**config.mk**
```make
export PLATFORM = sky130hd
export DESIGN_NAME = avg_unit
export DESIGN_NICKNAME = d
export VERILOG_FILES = /design/src/rtl/avg_pkg.sv /design/src/rtl/avg_ctrl.sv /design/src/rtl/avg_datapath.sv /design/src/rtl/avg_unit.sv
export SDC_FILE = /design/constraint.sdc
export NUM_CORES = 1
export LEC_CHECK = 0
export BUFFER_PORTS_ARGS = -buffer_cell sky130_fd_sc_hd__buf_2
export CAP_MARGIN = 20
export CORE_ASPECT_RATIO = 0.7
export CORE_MARGIN = 10
export CORE_UTILIZATION = 35
export DETAILED_ROUTE_END_ITERATION = 16
export GPL_ROUTABILITY_DRIVEN = 0
export PLACE_DENSITY = 0.48
export SLEW_MARGIN = 20
export SYNTH_ARGS = -nofsm -noshare
export SYNTH_HDL_FRONTEND = slang
export SYNTH_SLANG_ARGS = --single-unit
export TNS_END_PERCENT = 50
```
**constraint.sdc**
```tcl
create_clock -name clk -period 3.28 [get_ports clk]
set_input_delay 0.492 -clock clk [delete_from_list [all_inputs] [get_ports clk]]
set_output_delay 0.492 -clock clk [all_outputs]
set_load 0.03 [all_outputs]
```
**src/rtl/avg_pkg.sv**
```systemverilog
package avg_pkg;
  // Strobes from the sequencer to the accumulator datapath.
  typedef struct packed {
    logic accClear;  // zero the running sum (start of a run)
    logic accAdd;    // add a sample that is not the last of its set
    logic commit;    // last sample of a set: form the mean and try to store it
  } avgStrobes_t;
endpackage

```
**src/rtl/avg_ctrl.sv**
```systemverilog
module avg_ctrl
  import avg_pkg::*;
#(
  parameter int SEL_W   = 2,
  parameter int MIN_LOG = 2,
  parameter int MAX_LOG = MIN_LOG + (1 << SEL_W) - 1,
  parameter int SH_W    = $clog2(MAX_LOG + 1),
  parameter int CNT_W   = MAX_LOG
) (
  input  logic             clk,
  input  logic             rstN,
  input  logic             rawValid,
  input  logic             avgEn,
  input  logic [SEL_W-1:0] countSel,
  input  logic             contEn,
  input  logic             startPulse,
  input  logic             stopPulse,
  output logic             convReq,
  output logic             running,
  output logic [SH_W-1:0]  shiftAmt,
  output avgStrobes_t      strobes
);
  logic [CNT_W-1:0] sampleCnt;
  logic [CNT_W-1:0] lastIdx;
  logic             contMode;
  logic             stopPend;
  logic             lastSample;
  logic             keepGoing;

  // Index of the final sample of a set: 2^shift - 1.
  always_comb begin
    logic [CNT_W:0] setSize;
    setSize = {{CNT_W{1'b0}}, 1'b1} << shiftAmt;
    lastIdx = CNT_W'(setSize - 1'b1);
  end

  assign lastSample = running && rawValid && (sampleCnt == lastIdx);
  assign keepGoing  = contMode && !stopPend && !stopPulse;

  always_comb begin
    strobes          = '0;
    strobes.accClear = !running && startPulse;
    strobes.accAdd   = running && rawValid && !lastSample;
    strobes.commit   = lastSample;
  end

  always_ff @(posedge clk or negedge rstN) begin
    if (!rstN) begin
      running   <= 1'b0;
      convReq   <= 1'b0;
      sampleCnt <= '0;
      shiftAmt  <= '0;
      contMode  <= 1'b0;
      stopPend  <= 1'b0;
    end else if (!running) begin
      convReq <= 1'b0;
      if (startPulse) begin
        running   <= 1'b1;
        convReq   <= 1'b1;
        sampleCnt <= '0;
        shiftAmt  <= avgEn ? (SH_W'(MIN_LOG) + SH_W'(countSel)) : '0;
        contMode  <= contEn;
        stopPend  <= 1'b0;
      end
    end else begin
      convReq <= 1'b0;
      if (stopPulse) stopPend <= 1'b1;
      if (rawValid) begin
        if (lastSample) begin
          sampleCnt <= '0;
          if (keepGoing) begin
            convReq <= 1'b1;
          end else begin
            running  <= 1'b0;
            contMode <= 1'b0;
            stopPend <= 1'b0;
          end
        end else begin
          sampleCnt <= sampleCnt + 1'b1;
          convReq   <= 1'b1;
        end
      end
    end
  end
endmodule

```
**src/rtl/avg_datapath.sv**
```systemverilog
module avg_datapath
  import avg_pkg::*;
#(
  parameter int DATA_W  = 12,
  parameter int MAX_LOG = 5,
  parameter int SH_W    = 3,
  parameter int ACC_W   = DATA_W + MAX_LOG
) (
  input  logic              clk,
  input  logic              rstN,
  input  logic [DATA_W-1:0] rawData,
  input  logic [SH_W-1:0]   shiftAmt,
  input  avgStrobes_t       strobes,
  input  logic              overwriteEn,
  input  logic              readAck,
  output logic [DATA_W-1:0] resultData,
  output logic              doneFlag
);
  logic [ACC_W-1:0] accSum;
  logic [ACC_W-1:0] nextSum;
  logic [ACC_W-1:0] meanFull;
  logic             mayWrite;

  assign nextSum  = accSum + ACC_W'(rawData);
  assign meanFull = nextSum >> shiftAmt;
  assign mayWrite = !doneFlag || overwriteEn || readAck;

  always_ff @(posedge clk or negedge rstN) begin
    if (!rstN) begin
      accSum <= '0;
    end else if (strobes.accClear || strobes.commit) begin
      accSum <= '0;
    end else if (strobes.accAdd) begin
      accSum <= nextSum;
    end
  end

  always_ff @(posedge clk or negedge rstN) begin
    if (!rstN) begin
      resultData <= '0;
      doneFlag   <= 1'b0;
    end else if (strobes.commit && mayWrite) begin
      resultData <= meanFull[DATA_W-1:0];
      doneFlag   <= 1'b1;
    end else if (readAck) begin
      doneFlag <= 1'b0;
    end
  end
endmodule

```
**src/rtl/avg_unit.sv**
```systemverilog
module avg_unit
  import avg_pkg::*;
#(
  parameter int DATA_W  = 12,
  parameter int SEL_W   = 2,
  parameter int MIN_LOG = 2
) (
  input  logic              clk,
  input  logic              rstN,
  input  logic [DATA_W-1:0] rawData,
  input  logic              rawValid,
  input  logic              avgEn,
  input  logic [SEL_W-1:0]  countSel,
  input  logic              contEn,
  input  logic              startPulse,
  input  logic              stopPulse,
  input  logic              overwriteEn,
  input  logic              readAck,
  output logic              convReq,
  output logic [DATA_W-1:0] resultData,
  output logic              doneFlag
);
  localparam int MAX_LOG = MIN_LOG + (1 << SEL_W) - 1;
  localparam int SH_W    = $clog2(MAX_LOG + 1);
  localparam int ACC_W   = DATA_W + MAX_LOG;

  avgStrobes_t     strobes;
  logic [SH_W-1:0] shiftAmt;
  logic            running;

  avg_ctrl #(
    .SEL_W(SEL_W), .MIN_LOG(MIN_LOG), .MAX_LOG(MAX_LOG), .SH_W(SH_W), .CNT_W(MAX_LOG)
  ) i_ctrl (
    .clk(clk), .rstN(rstN), .rawValid(rawValid), .avgEn(avgEn),
    .countSel(countSel), .contEn(contEn), .startPulse(startPulse),
    .stopPulse(stopPulse), .convReq(convReq), .running(running),
    .shiftAmt(shiftAmt), .strobes(strobes)
  );

  avg_datapath #(
    .DATA_W(DATA_W), .MAX_LOG(MAX_LOG), .SH_W(SH_W), .ACC_W(ACC_W)
  ) i_dp (
    .clk(clk), .rstN(rstN), .rawData(rawData), .shiftAmt(shiftAmt),
    .strobes(strobes), .overwriteEn(overwriteEn), .readAck(readAck),
    .resultData(resultData), .doneFlag(doneFlag)
  );
endmodule

```
==> results.json, run 1 <==
{
  "status": "complete, no violations",
  "finalHoldViolCount": 0,
  "fmax_ghz": 0.339,
  "grt_pass1_vias": 2772,
  "grt_max_degree": 43,
  "p_seq_share_pct": 22.1,
  "fin_nets": 438,
  "viasPerCell": 5.33,
  "fp.dieH_um": 101,
  "synth_edf_count": 0,
  "wl_per_cell_um": 16.9,
  "path_clk_slew_ns": 0.06,
  "core_sq_mm": 0.00907,
  "cts_buffer_depth": 2,
  "cts_inserted_buffers": 5,
  "async_flop_share_pct": 100,
  "timing.hold.ws_ns": 0.122,
  "ys.flop_type": "dfrtp_1",
  "multi_input_area_sq_mm": 0.00204,
  "area_delta_synth_final_pct": 13.8,
  "place_inst": 516,
  "ys_warn_count": 0,
  "grt_antenna_before_repair": 0,
  "worst-endpoint-arrival_ns": 3.12,
  "cts_tree": "built",
  "intPower_mw": 2.11,
  "drtAntennaViolNets": 0,
  "netlist_instances": 369,
  "die-area_sq_mm": 0.0136,
  "wl_met3_um": 320,
  "final_max_slew_viol_count": 0,
  "grt.overflow.total": 0,
  "highest_layer": "met4",
  "dp_hpwl_um": 6810,
  "start_util_pct": 35.9,
  "crit_required_ns": 3.45,
  "skew_ns": 0.00679,
  "critPathKind": "register to register",
  "combPwrFrac_pct": 65.5,
  "startpoint_type": "register",
  "wl_um": 8860,
  "powerDensity_mw_per_mm2": 1100,
  "rrSetupSlack_ns": 0.33,
  "critPathLaunch": "i_dp.accSum[0]",
  "p_leak_nw": 1.63,
  "rows": 29,
  "dr_total_vias": 2798,
  "die_width_um": 135,
  "drive_above_1_share_pct": 20.9,
  "synth.net_count": 407,
  "ys_types": 74,
  "design_area_sq_mm": 0.00370,
  "clock_latency_ns": 0.29,
  "placed_cell_area_sq_mm": 0.00354,
  "power.switching_mw": 1.98,
  "wl_met1_um": 4860,
  "setup_viol": 0,
  "worstMarginPinSlew_ns": 0.842,
  "rsz0062_at_grt": "no",
  "r2r-start": "i_dp.accSum[0]",
  "nFillCells": 924,
  "period_share_pct": 90.1,
  "hold_path.class": "input port to async pin",
  "relSlewSlack_pct": 43.5,
  "io_pins": 37,
  "antenna_cells": 0,
  "swShare_pct": 48.4,
  "finalNonFillerCells": 525,
  "grt_usage_pct": 13.4,
  "rr_worst_depth": 10,
  "cts_resized": 0,
  "post_cts_buffers": 0,
  "reg2reg_to": "i_dp.resultData[10]",
  "numPortBuffers": 36,
  "remaining_drc_errors": 0,
  "synthesis.area_sq_mm": 0.00325,
  "ys_seq_elements": 42,
  "grt_pass1_wl_um": 14900,
  "htreeDepth": 2,
  "syn_area_per_cell_sq_um": 8.82,
  "seqCellArea_sq_mm": 0.00105,
  "cp-end-kind": "register",
  "yosysSeqAreaShare_pct": 32.3,
  "ir_drop_mv": 0.443,
  "met2_wirelength_um": 3640,
  "setup-tns-final_ns": 0,
  "clockRootBuffer": "clkbuf_16",
  "clkPwrFrac_pct": 12.4,
  "drt_iter0_markers": 256,
  "max_cap_violations": 0,
  "cts_hold_buf": 0,
  "fin_crit_ns": 2.95,
  "worstPathMaxFanout": 4,
  "cts_sinks": 42,
  "first_pass_iters": 4
}
[how the worst max path moves through the flow]
stage,slack (ns),to
floorplan,0.30,i_dp.resultData[8]
global placement,0.15,i_dp.resultData[10]
detailed placement,0.14,i_dp.resultData[10]
CTS,0.33,i_dp.resultData[10]
global route,0.10,i_dp.resultData[8]
finish,0.33,i_dp.resultData[10]
[cell type report]
class / instances / area share [%]
multi-input combinational: 294 / 55.1
sequential: 42 / 28.4
timing repair buffer: 46 / 7.23
tap: 124 / 4.19
clock buffer: 7 / 3.85
inverter: 11 / 1.11
clock inverter: 1 / 0.135
[critical path: stages (launching register included)]
cell and delay [ns]:
dfrtp_1 0.36, ha_1 0.17, inv_1 0.05, fa_1 0.40, and2b_1 0.25, o2111ai_2 0.19, and2_1 0.27, o221a_2 0.33
mux2_4 0.29, mux2_4 0.27, o311a_1 0.28
[per-stage QoR]
stage          power, mW  util, %  setup WS [ns]
2_1_floorplan       2.94        -          0.299
3_3_place_gp        3.57     39.0          0.145
3_5_place_dp        3.58     39.0          0.138
4_1_cts             4.10     40.6          0.334
5_1_grt             4.47     40.8          0.100
6_report            4.08     40.8          0.326
[cells by family (layout without fill, tap and decap cells)]
logic type | after synthesis | in the layout | share of synthesized area [%]
AO/OA/AOI/OAI | 118 | 118 | 26.8
flip-flops | 42 | 42 | 32.3
XOR/XNOR | 16 | 16 | 4.31
multiplexers | 16 | 16 | 6.81
AND/OR/NAND/NOR | 129 | 129 | 18.8
adder cells (fa/ha/maj) | 15 | 15 | 6.00
buffers and inverters | 33 | 65 | 4.96
[power by group through the flow]
stage          clock [mW]  combinational (mW)  sequential [mW]
2_1_floorplan           0                1.91             1.02
3_3_place_gp            0                2.66            0.911
3_5_place_dp            0                2.67            0.915
4_1_cts             0.518                2.68            0.908
5_1_grt             0.546                2.99            0.942
6_report            0.506                2.67            0.904
[layer usage]
metal,vias up,global-route usage (%)
met5,-,0
met4,0,1.98
met3,6,3.24
met2,39,19.0
met1,1329,20.1
li1,1424,-
[cell usage after synthesis, types with 3 or more instances]
| master | number | area (sq um) |
|---|---|---|
| a211oi_1 | 4 | 30.0 |
| a21o_1 | 5 | 37.5 |
| a21oi_1 | 19 | 95.1 |
| a21oi_2 | 5 | 43.8 |
| a22o_1 | 7 | 61.3 |
| a31oi_1 | 5 | 31.3 |
| and2_1 | 3 | 18.8 |
| and3_1 | 3 | 18.8 |
| buf_1 | 3 | 11.3 |
| buf_2 | 4 | 20.0 |
| buf_6 | 4 | 45.0 |
| clkbuf_1 | 9 | 33.8 |
| dfrtp_1 | 42 | 1050 |
| ha_1 | 14 | 175 |
| inv_1 | 9 | 33.8 |
| mux2i_1 | 9 | 90.1 |
| mux4_2 | 4 | 90.1 |
| nand2_1 | 47 | 176 |
| nand2b_1 | 6 | 37.5 |
| nand3_1 | 7 | 35.0 |
| nand4_1 | 7 | 43.8 |
| nor2_1 | 32 | 120 |
| nor3_1 | 6 | 30.0 |
| o211ai_1 | 6 | 45.0 |
| o21ai_0 | 23 | 115 |
| o21ai_1 | 6 | 30.0 |
| o31ai_1 | 6 | 45.0 |
| or2_2 | 3 | 18.8 |
| xnor2_1 | 7 | 61.3 |
| xor2_1 | 9 | 78.8 |
[flip-flops by register name, indices dropped and copies added, names as in the netlist]
signal            cells
i_ctrl.stopPend       1
i_dp.resultData      12
i_ctrl.convReq        1
i_dp.accSum          17
i_ctrl.sampleCnt      5
i_ctrl.shiftAmt       3
i_ctrl.contMode       1
i_ctrl.running        1
i_dp.doneFlag         1
[layout by cell type (no fill, tap or decap), types with 6 or more instances in the layout]
master / count
nand2_1: 47
dfrtp_1: 42
xor2_1: 9
ha_1: 14
nand3_1: 7
nand2b_1: 6
a22o_1: 7
xnor2_1: 7
o211ai_1: 6
inv_1: 9
mux2i_1: 9
o21ai_1: 6
nor3_1: 6
buf_4: 9
nor2_1: 32
o31ai_1: 6
nand4_1: 7
o21ai_0: 23
a21oi_1: 19
buf_2: 36
No activity file was read; power rests on OpenSTA's default activity.
==> run 2, diff against run 1 <==
- CTS_BUF_LIST: not set -> sky130_fd_sc_hd__clkbuf_8
==> run 2 against run 1 <==
Against the previous run:
- flip-flop and latch count did not move
- global-route usage barely moved
- final cell count fell by 0.19%
- largest power group unchanged
- highest routed layer unchanged
==> results.json, run 2 (synthesis gave the netlist of run 1 again) <==
{
  "largest_register_ffs": 17,
  "cts_sinks": 42,
  "p_leak_nw": 1.60,
  "grt_pass1_vias": 2752,
  "cts_resized": 0,
  "powerDensity_mw_per_mm2": 1080,
  "cts_hold_buf": 0,
  "hold_path.class": "input port to async pin",
  "post_cts_buffers": 0,
  "clkPwrFrac_pct": 9.0,
  "grt_usage_pct": 13.4,
  "top_register": "i_dp.accSum",
  "first_pass_iters": 4,
  "worstMarginPinSlew_ns": 0.797,
  "power.switching_mw": 1.96,
  "clock_latency_ns": 0.30,
  "fin_crit_ns": 2.96,
  "die_width_um": 135,
  "drt_iter0_markers": 215,
  "viasPerCell": 5.33,
  "cts_buffer_depth": 2,
  "io_pins": 37,
  "place_inst": 516,
  "cp-end-kind": "register",
  "timing.hold.ws_ns": 0.176,
  "core_sq_mm": 0.00907,
  "dp_hpwl_um": 6810,
  "combPwrFrac_pct": 68.0,
  "finalHoldViolCount": 0,
  "rrSetupSlack_ns": 0.32,
  "path_clk_slew_ns": 0.09,
  "antenna_cells": 0,
  "crit_required_ns": 3.47,
  "final_cell_mix": "nand2_1, dfrtp_1, buf_2",
  "remaining_drc_errors": 0,
  "fp.dieH_um": 101,
  "dr_total_vias": 2792,
  "rows": 29,
  "grt_pass1_wl_um": 14900,
  "grt_antenna_before_repair": 0,
  "swShare_pct": 49.9,
  "setup_viol": 0,
  "p_seq_share_pct": 23.0,
  "seqCellArea_sq_mm": 0.00105,
  "wl_um": 8820,
  "die-area_sq_mm": 0.0136,
  "cts_inserted_buffers": 5,
  "drive_above_1_share_pct": 20.8,
  "status": "complete, no violations",
  "reg_top3": "i_dp.accSum: 17 flops, i_dp.resultData: 12 flops, i_ctrl.sampleCnt: 5 flops",
  "period_share_pct": 90.4,
  "drtAntennaViolNets": 0,
  "clockRootBuffer": "clkbuf_8",
  "grt.overflow.total": 0,
  "area_delta_synth_final_pct": 11.6,
  "startpoint_type": "register",
  "rsz0062_at_grt": "no",
  "nFillCells": 932,
  "finalNonFillerCells": 524,
  "worst-endpoint-arrival_ns": 3.15,
  "intPower_mw": 1.97,
  "grt_max_degree": 43,
  "ir_drop_mv": 0.433,
  "final_max_slew_viol_count": 0,
  "skew_ns": 0.00710,
  "htreeDepth": 2,
  "layout_commonest_cell": "nand2_1",
  "critPathKind": "register to register",
  "wl_per_cell_um": 16.8,
  "start_util_pct": 35.9,
  "multi_input_area_sq_mm": 0.00204,
  "setup-tns-final_ns": 0,
  "fmax_ghz": 0.337,
  "relSlewSlack_pct": 46.5,
  "numPortBuffers": 36,
  "worstPathMaxFanout": 4,
  "max_cap_violations": 0,
  "fin_nets": 437,
  "cts_tree": "built"
}
==> run 2: cell types whose count changed in the layout (fill, tap and decap cells not counted), sizes merged <==
cell    before  now
buf         46   45
inv         11   12
clkbuf       7    6
==> run 2: per-stage QoR <==
stage               cell area [sq um]  setup slack, ns  power [mW]  util (%)
floorplan                        3250            0.299        2.94         -
global placement                 3540            0.145        3.57      39.0
detailed placement               3540            0.138        3.58      39.0
CTS                              3630            0.331        3.95      40.0
global route                     3630           0.0981        4.32      40.0
finish                           3630            0.315        3.92      40.0
==> run 2: final cells by class <==
class                   instances  share of cell area [%]
clock buffers                   6                    2.28
clock inverters                 2                   0.241
inverters                      11                    1.14
multi-input cells             294                    56.2
flip-flops and latches         42                    29.0
well taps                     124                    4.27
repair buffers                 45                    6.89
==> run 2: layer usage <==
metal | GRT usage [%] | vias to the layer above | routed length (um) | part of all wire, %
li1 | - | 1418 | - | -
met1 | 20.1 | 1317 | 4760 | 54
met2 | 18.8 | 53 | 3630 | 41
met3 | 3.39 | 4 | 417 | 4.7
met4 | 1.98 | 0 | 25 | 0.28
met5 | 0 | - | 0 | 0
==> run 2: power by group through the flow <==
stage / combinational (mW) / sequential [mW] / clock, mW
6_report: 2.67 / 0.904 / 0.352
5_1_grt: 2.98 / 0.940 / 0.394
4_1_cts: 2.68 / 0.907 / 0.367
3_5_place_dp: 2.67 / 0.915 / 0
3_3_place_gp: 2.66 / 0.911 / 0
2_1_floorplan: 1.91 / 1.02 / 0
==> run 2: critical path, cell delays in order (launching register included) <==
cell       delay [ns]
dfrtp_1          0.36
ha_1             0.17
inv_1            0.05
fa_1             0.40
and2b_1          0.25
o2111ai_2        0.19
and2_1           0.28
o221a_2          0.33
mux2_4           0.29
mux2_4           0.27
o311a_1          0.28
==> run 2: path summary, 6_finish.rpt <==
kind | from | to | cells after the start
setup / recovery | i_dp.accSum[0] | i_dp.resultData[10] | 10
hold reg to reg | i_dp.resultData[2] | i_dp.resultData[2] | 2
max in group asynchronous | rstN | i_dp.accSum[2] | 1
setup reg to reg | i_dp.accSum[0] | i_dp.resultData[10] | 10
hold / removal | rstN | i_dp.accSum[13] | 1
min in group clk | countSel[0] | i_ctrl.shiftAmt[0] | 3
==> run 3, diff against run 2 <==
- PLACE_DENSITY: 0.48 -> 0.49
- SYNTH_HIERARCHICAL: not set -> 1
==> run 3 against run 2 <==
Against the previous run:
- die area fell by 4.4%
- count of clock-buffer cells in the layout is 1 lower
- largest power group unchanged
- utilization up 0.86 points
- sequential share of layout area is 1.2 points higher
- final area fell by 4.1%
- synthesized cell count down 13%
- routed wire length fell by 13%
- largest cell class unchanged
- worst setup slack gained 0.044 ns
- total power shrank 2.2%
- combinational power decreased by 8.2%
- fmax grew 1.5%
==> results.json, run 3 <==
{
  "netlist_instances": 321,
  "critPathLaunch": "i_dp/accSum[0]",
  "placed_cell_area_sq_mm": 0.00337,
  "crit_cells": 9,
  "clock_latency_ns": 0.31,
  "final_max_slew_viol_count": 0,
  "layout_commonest_cell": "dfrtp_1",
  "io_pins": 37,
  "r2r-start": "i_dp/accSum[0]",
  "viasPerCell": 5.26,
  "setup-tns-final_ns": 0,
  "numPortBuffers": 36,
  "synth_edf_count": 0,
  "die-area_sq_mm": 0.0130,
  "worst-endpoint-arrival_ns": 3.12,
  "worstPathMaxFanout": 5,
  "dr_total_vias": 2495,
  "die_width_um": 132,
  "design_area_sq_mm": 0.00348,
  "top_register": "i_dp/accSum",
  "finalNonFillerCells": 474,
  "synthesis.area_sq_mm": 0.00308,
  "rr_worst_depth": 9,
  "grt_max_degree": 43,
  "rrSetupSlack_ns": 0.36,
  "ys_seq_elements": 42,
  "status": "complete, no violations",
  "remaining_drc_errors": 0,
  "fp.dieH_um": 98.5,
  "drt_iter0_markers": 176,
  "worstMarginPinSlew_ns": 0.566,
  "drive_above_1_share_pct": 22.1,
  "yosysSeqAreaShare_pct": 34.1,
  "setup_viol": 0,
  "start_util_pct": 36.2,
  "reg_top3": "i_dp/accSum: 17 flops, i_dp/resultData: 12 flops, i_ctrl/sampleCnt: 5 flops",
  "startpoint_type": "register",
  "critPathMaxStageDelay_ns": 0.50,
  "critPathCapture": "i_dp/resultData[3]",
  "post_cts_buffers": 0,
  "cts_resized": 0,
  "ir_drop_mv": 0.373,
  "ys_warn_count": 6,
  "grt.overflow.total": 0,
  "slowest_stage": "mux4_2",
  "cts_inserted_buffers": 5,
  "p_leak_nw": 1.57,
  "dp_hpwl_um": 5880,
  "synth.net_count": 358,
  "crit_path_cell_trace": "ha_1, fa_1, a211oi_2, o21ai_1, a31o_1, a21oi_2, xnor2_1, mux4_2, a221o_1",
  "cts_buffer_depth": 2,
  "async_flop_share_pct": 100,
  "cts_sinks": 42,
  "htreeDepth": 2,
  "area_delta_synth_final_pct": 13.0,
  "crit_buf_inv": 0,
  "ys_types": 69,
  "critPathKind": "register to register",
  "hold_path.class": "input port to async pin",
  "wl_um": 7720,
  "fmax_ghz": 0.342,
  "path_clk_slew_ns": 0.10,
  "grt_pass1_vias": 2417,
  "drtAntennaViolNets": 0,
  "grt_usage_pct": 12.1,
  "relSlewSlack_pct": 62.3,
  "grt_pass1_wl_um": 12900,
  "grt_antenna_before_repair": 0,
  "finalHoldViolCount": 0,
  "first_pass_iters": 4,
  "wl_per_cell_um": 16.3,
  "syn_area_per_cell_sq_um": 9.59,
  "synth_most_common_cell": "dfrtp_1",
  "cp-end-kind": "register",
  "max_cap_violations": 0,
  "ys.flop_type": "dfrtp_1",
  "largest_register_ffs": 17,
  "nFillCells": 865,
  "fin_crit_ns": 2.92,
  "place_inst": 465,
  "crit_required_ns": 3.48,
  "cts_hold_buf": 0,
  "yosys.area.top_type_share_pct": 34.1,
  "final_cell_mix": "dfrtp_1, buf_2, nand2_1",
  "powerDensity_mw_per_mm2": 1100,
  "power.total_mw": 3.84,
  "synthTopCellsByArea": "dfrtp_1, mux2i_1, ha_1",
  "synth_top_area_cell": "dfrtp_1",
  "synthTopCellsByCount": "dfrtp_1, nand2_1, nor2_1",
  "period_share_pct": 89.1,
  "clockRootBuffer": "clkbuf_8",
  "cts_tree": "built",
  "reg2reg_to": "i_dp/resultData[3]",
  "skew_ns": 0.0119,
  "core_sq_mm": 0.00851,
  "crit_family": "compound AO/OA/AOI/OAI gates",
  "rows": 28,
  "rsz0062_at_grt": "no",
  "fin_nets": 389
}
==> run 3: cell types whose count changed in the layout (fill, tap and decap cells not counted), sizes merged, moves of 4 or more <==
cell    delta
nand2     -15
mux2i     +10
o21ai      -7
xnor2      +7
a22o       -6
o31ai      -6
a31oi      -5
buf        -5
o211ai     -5
nand4      -4
xor2       -4
==> run 3: worst register-to-register path, stage by stage, from the launching register on <==
cell	delay, ns
dfrtp_1	0.39
ha_1	0.23
fa_1	0.44
a211oi_2	0.25
o21ai_1	0.13
a31o_1	0.24
a21oi_2	0.16
xnor2_1	0.15
mux4_2	0.50
a221o_1	0.32
==> run 3: worst min path at each step <==
stage                          end  depth (start not counted)                from
2_1_floorplan      i_ctrl/contMode                          0                rstN
4_1_cts         i_dp/resultData[1]                          1                rstN
6_report        i_dp/resultData[1]                          1                rstN
3_5_place_dp    i_dp/resultData[1]                          1  i_dp/resultData[1]
5_1_grt        i_dp/resultData[11]                          1                rstN
3_3_place_gp    i_dp/resultData[1]                          1  i_dp/resultData[1]
==> run 3: logic make-up (layout without fill, tap and decap cells) <==
logic type	after synthesis	count (layout)	synth area share (%)
simple gates	103	103	16.8
mux	28	28	12.1
other cells	0	1	0
compound gates	90	90	21.6
fa+ha+maj	14	14	5.93
xor+xnor	19	19	5.89
buf+inv	25	57	3.49
flops	42	42	34.1
==> run 3: layout make-up <==
| cell class | instances | area, sq um | share of cell area [%] |
|---|---|---|---|
| antenna | 1 | 2.50 | 0.0719 |
| clock buffer | 5 | 68.8 | 1.98 |
| clock inverter | 3 | 40.0 | 1.15 |
| inverter | 9 | 33.8 | 0.971 |
| multi-input combinational | 254 | 1920 | 55.2 |
| sequential | 42 | 1050 | 30.2 |
| tap | 120 | 150 | 4.31 |
| timing repair buffer | 40 | 213 | 6.11 |
==> run 3: report_power, final <==
part / total (mW) / leakage (nW) / switching [mW] / internal (mW)
Sequential: 0.953 / 0.529 / 0.209 / 0.744
Clock: 0.430 / 0.0579 / 0.205 / 0.225
Combinational: 2.45 / 0.979 / 1.44 / 1.01
Total: 3.84 / 1.57 / 1.86 / 1.98
==> run 3: routing by layer <==
metal | up-vias | part of all wire (%) | GRT usage [%]
li1 | 1253 | - | -
met1 | 1193 | 58 | 19.1
met2 | 44 | 38 | 15.2
met3 | 5 | 3.9 | 3.30
met4 | 0 | 0.60 | 2.73
met5 | - | 0 | 0
==> run 3: through the flow <==
stage | utilization (%) | hold slack (ns) | setup WS [ns]
2_1_floorplan | - | 0.196 | 0.432
3_3_place_gp | 39.5 | 0.454 | 0.186
3_5_place_dp | 39.5 | 0.462 | 0.121
4_1_cts | 40.8 | 0.384 | 0.364
5_1_grt | 40.8 | 0.216 | 0.176
6_report | 40.9 | 0.173 | 0.359
